### src/rtl/bg_current_gen.sv
module bg_current_gen #(
  parameter int NEURONS = 16,
  parameter logic [31:0] SEED = 32'hACE1_2468,
  localparam int IW = $clog2(NEURONS)
) (
  input  logic          clk,
  input  logic          rst_n,
  input  logic          upd_i,
  input  logic [IW-1:0] nidx_i,
  input  logic [1:0]    ncls_i,
  input  logic          cfg_we_i,
  input  logic [2:0]    cfg_addr_i,
  input  logic [31:0]   cfg_data_i,
  output logic [31:0]   cur_o,
  output logic          cur_vld_o
);
  localparam logic [31:0] TAPS = 32'h8020_0003;

  logic signed [31:0] decay_q, amp_q;
  logic signed [31:0] mean_q [3];
  logic        [31:0] lfsr_q;
  logic signed [31:0] st_q [NEURONS];

  logic signed [31:0] mean_sel;
  logic signed [63:0] diff, pull, noise, nxt;
  logic        [31:0] lfsr_nx;
  logic               seed_wr;

  assign mean_sel = (ncls_i == 2'd3) ? 32'sd0 : mean_q[ncls_i];
  assign diff     = 64'(st_q[nidx_i]) - 64'(mean_sel);
  assign pull     = (64'(decay_q) * diff) >>> 16;
  assign noise    = (64'(amp_q) * (64'($signed({1'b0, lfsr_q[31:16]})) - 64'sd32768)) >>> 16;
  assign nxt      = 64'(mean_sel) + pull + noise;
  assign lfsr_nx  = {1'b0, lfsr_q[31:1]} ^ (lfsr_q[0] ? TAPS : 32'd0);
  assign seed_wr  = cfg_we_i && (cfg_addr_i == 3'd2);

  always_ff @(posedge clk) begin
    if (!rst_n) begin
      decay_q   <= 32'sd58982;
      amp_q     <= 32'sd55706;
      mean_q[0] <= 32'sd183501;
      mean_q[1] <= 32'sd183501;
      mean_q[2] <= 32'sd32768;
    end else if (cfg_we_i) begin
      case (cfg_addr_i)
        3'd0: decay_q   <= cfg_data_i;
        3'd1: amp_q     <= cfg_data_i;
        3'd4: mean_q[0] <= cfg_data_i;
        3'd5: mean_q[1] <= cfg_data_i;
        3'd6: mean_q[2] <= cfg_data_i;
        default: ;
      endcase
    end
  end

  always_ff @(posedge clk) begin
    if (!rst_n)       lfsr_q <= (SEED == 32'd0) ? 32'd1 : SEED;
    else if (seed_wr) lfsr_q <= (cfg_data_i == 32'd0) ? 32'd1 : cfg_data_i;
    else if (upd_i)   lfsr_q <= lfsr_nx;
  end

  always_ff @(posedge clk) begin
    if (!rst_n) begin
      for (int i = 0; i < NEURONS; i++) st_q[i] <= '0;
      cur_o     <= '0;
      cur_vld_o <= 1'b0;
    end else begin
      cur_vld_o <= upd_i;
      if (upd_i) begin
        st_q[nidx_i] <= nxt[31:0];
        cur_o        <= nxt[31:0];
      end
    end
  end
endmodule

### config.mk
export PLATFORM = sky130hd
export DESIGN_NAME = bg_current_gen
export DESIGN_NICKNAME = d
export VERILOG_FILES = /design/src/rtl/bg_current_gen.sv
export SDC_FILE = /design/constraint.sdc
export NUM_CORES = 2
export LEC_CHECK = 0
export ABC_CLOCK_PERIOD_IN_PS = 18680
export BUFFER_PORTS_ARGS = -buffer_cell sky130_fd_sc_hd__buf_2
export CAP_MARGIN = 30
export CORE_ASPECT_RATIO = 1.4
export CORE_UTILIZATION = 60
export DETAILED_ROUTE_END_ITERATION = 16
export PLACE_DENSITY = 0.84
export SETUP_SLACK_MARGIN = 0.5
export SLEW_MARGIN = 10
export SYNTH_ARGS = -nofsm -noshare
export SYNTH_HDL_FRONTEND = slang
export SYNTH_SLANG_ARGS = --single-unit
### constraint.sdc
create_clock -name clk -period 18.68 [get_ports clk]
set_input_delay 3.736 -clock clk [delete_from_list [all_inputs] [get_ports clk]]
set_output_delay 3.736 -clock clk [all_outputs]
set_load 0.01 [all_outputs]
==> run_results.csv <==
group,metric,value,unit
sta,finalSetupViolations,0,
critical_path,max_stage_delay,0.58,ns
die,coreArea,0.133,mm^2
synth,synth_nets,9524,
final_layout,layout-drive-gt1-share,0.0943,
detailed_routing,drtIter0Drc,6506,
final_layout,final_area,0.0867,mm^2
synth,synth.avg_cell_area,10.4,um^2
critical_path,crit_slowest_cell,"mux4_2",
synth,synth_edf_count,608,
final_layout,instances_no_fill,9496,
sta,finalHoldViolCount,0,
final_layout,nets,9444,
sta,worst_hold_slack,0.467,ns
critical_path,crit_type,"in -> reg",
sta,period_needed,17.83,ns
sta,worst_pin_slew,1.04,ns
final_layout,n_fill_cell,9624,
detailed_routing,dr.pass1.iters,7,
critical_path,end_kind,"flip-flop",
synth,synth_ff_type,"edfxtp_1",
place,dp_hpwl,172,mm
detailed_routing,wl_per_cell,25.1,um
place,io_buffers,77,
sta,fin_ws,0.848,ns
job,maxCapViolations,0,
clocking,clock_sinks,737,
global_routing,grt_max_degree,89,
place,gp_congestion,1.00,
global_routing,antenna_found_initial,13,
place,dpl-instance-area,0.0838,mm^2
global_routing,grt-ovfl-total,0,
synth,ys_seq_area_frac,0.258,
detailed_routing,ant_nets,0,
clocking,numCtsBuffers,75,
synth,syn-cell-area,0.0807,mm^2
synth,synth_area_leaders,"fa_1, edfxtp_1, inv_1, and2_1, ha_1",
critical_path,cp_top_family,"adder cells",
clocking,clk_pin_slew,0.06,ns
global_routing,grt_pass1_vias,63500,
sta,relSlewSlack,0.306,
detailed_routing,viasPerCell,6.13,
detailed_routing,vias,58200,
synth,yosysUniqueCellTypes,81,
run_status,status,"complete, no violations",
global_routing,grt_pass1_wl,363,mm
die,die_area,0.136,mm^2
critical_path,arrival,18.32,ns
die,start_util,0.607,
sta,max_freq,0.0561,GHz
critical_path,critPathBufInv,8,
hold_path,min_path_type,"reg -> reg",
clocking,cts_buffer_depth,3,
synth,yosysTopAreaCell,"fa_1",
clocking,htree_levels,3,
clocking,cts_root_buffer,"clkbuf_16",
detailed_routing,drc,0,
sta,rsz0062_at_grt,"false",
place,dp_cells,9340,
synth,yosysWarningCount,0,
global_routing,track_usage,0.357,
synth,yosysTopAreaCellShare,0.345,
sta,skew,0.0613,ns
critical_path,required,19.16,ns
sta,maxSlewViolCount,0,
final_layout,syn2layout_area_growth,7.43,%
critical_path,start_kind,"primary input",
clocking,cts.hold.buffers_added,0,
critical_path,cp_max_fo,16,
synth,synthArstFlopShare,0,
die,ios,78,
synth,syn_inst,7751,
detailed_routing,routed_wirelength,238,mm
clocking,insertion_delay,0.68,ns
sta,post-route-period-util,0.955,
die,core.rowCount,158,
die,die_y,436,um
critical_path,worst_path_most_repeated_cell,"fa_1",
place,dp_slack,-0.324,ns
clocking,cts_tree,"built",
die,die_w,312,um
synth,synth_seq_cells,737,
stage by stage:
step | setup TNS (ns) | utilization
CTS | 0 | 0.649
detailed placement | -11.90 | 0.630
finish | 0 | 0.652
global route | 0 | 0.652
floorplan | 0 | -
global placement | -2.12 | 0.627
area by class of cell:
| cell class | instances | area [um^2] | share of cell area |
|---|---|---|---|
| multi-input combinational | 5167 | 53500 | 0.617 |
| sequential | 737 | 20800 | 0.240 |
| inverter | 1392 | 5230 | 0.0603 |
| timing repair buffer | 298 | 2440 | 0.0282 |
| tap | 1760 | 2200 | 0.0254 |
| clock buffer | 93 | 2010 | 0.0232 |
| clock inverter | 43 | 472 | 0.00544 |
| antenna | 6 | 15.0 | 0.000173 |
what timing repair did:
action | CTS | global route
buffers inserted | 0 | 8
pin swaps | 0 | 10
gates cloned | 0 | 3
setup endpoints to repair | 51 | 85
gates resized for setup | 2 | 40
cells by family after synthesis:
family | count (synthesis) | share of synthesized area
compound gates | 482 | 0.0395
xor+xnor | 161 | 0.0183
fa+ha+maj | 1728 | 0.397
buf+inv | 1849 | 0.0861
flops | 737 | 0.258
mux | 207 | 0.0505
simple gates | 2587 | 0.150
sequential cells by signal, indices dropped and copies added, names as in the netlist:
signal and count:
lfsr_q 32, cur_o 32, decay_q 32, st_q 512, mean_q 96, amp_q 32
cur_vld_o 1
cells in the mapped netlist (7+ instances only):
| library cell | instances |
|---|---|
| a211oi_1 | 10 |
| a21boi_0 | 60 |
| a21o_1 | 57 |
| a21oi_1 | 125 |
| a31oi_1 | 7 |
| and2_1 | 696 |
| and3_1 | 14 |
| buf_1 | 24 |
| clkbuf_1 | 429 |
| dfxtp_1 | 129 |
| edfxtp_1 | 608 |
| fa_1 | 1393 |
| ha_1 | 335 |
| inv_1 | 1392 |
| mux2i_1 | 46 |
| mux4_2 | 160 |
| nand2_1 | 969 |
| nand2b_1 | 41 |
| nand3_1 | 42 |
| nand4_1 | 17 |
| nor2_1 | 643 |
| nor2_2 | 11 |
| nor2b_1 | 71 |
| nor3_1 | 21 |
| nor4_1 | 12 |
| o211a_1 | 12 |
| o211ai_1 | 9 |
| o21a_1 | 40 |
| o21ai_0 | 100 |
| o21bai_1 | 11 |
| or2_2 | 33 |
| xnor2_1 | 110 |
| xor2_1 | 45 |
final timing paths:
| kind | startpoint | endpoint | slack [ns] | depth (start not counted) |
|---|---|---|---|---|
| hold reg to reg | decay_q[6]$_SDFFE_PN1P_ | decay_q[6]$_SDFFE_PN1P_ | 0.47 | 2 |
| setup reg to reg | st_q[3][0]$_SDFFCE_PN0P_ | st_q[2][31]$_SDFFCE_PN0P_ | 3.81 | 52 |
| setup / recovery | nidx_i[0] | st_q[2][31]$_SDFFCE_PN0P_ | 0.85 | 49 |
| hold / removal | decay_q[6]$_SDFFE_PN1P_ | decay_q[6]$_SDFFE_PN1P_ | 0.47 | 2 |
placed cells by master, fill, tap and decap left out, types with 14 or more instances in the layout:
cell type and n:
inv_1 1391, a21oi_1 117, xor2_1 41, dfxtp_1 125
nand4_1 17, a21o_1 57, or2_2 33, nand2_1 953
mux2i_1 46, and2_1 696, nor3_1 20, nor2b_1 70
buf_2 74, and3_1 14, xnor2_2 17, clkbuf_16 76
ha_1 331, o21ai_0 96, nand2b_1 41, buf_12 16
nor2_1 639, nand2_2 17, nand3_1 38, edfxtp_1 608
o21a_1 40, buf_4 192, fa_1 1393, nor2_2 15
xnor2_1 90, mux4_2 160, a21boi_0 59
metal layers:
layer	track usage	share of wire	vias to the layer above
li1	-	-	23600
met5	0	0.00062	-
met1	0.409	0.31	29400
met4	0.260	0.086	12
met2	0.598	0.49	4005
met3	0.0703	0.11	1132
tightest hold or removal path: cells and delay by family, from the launching register on:
kind / cells / cell delay (ns)
flops: 1 / 0.31
simple gates: 2 / 0.11
Power is not shown: default switching activity piles up to over one toggle a cycle in this logic, so the estimate is an artifact.
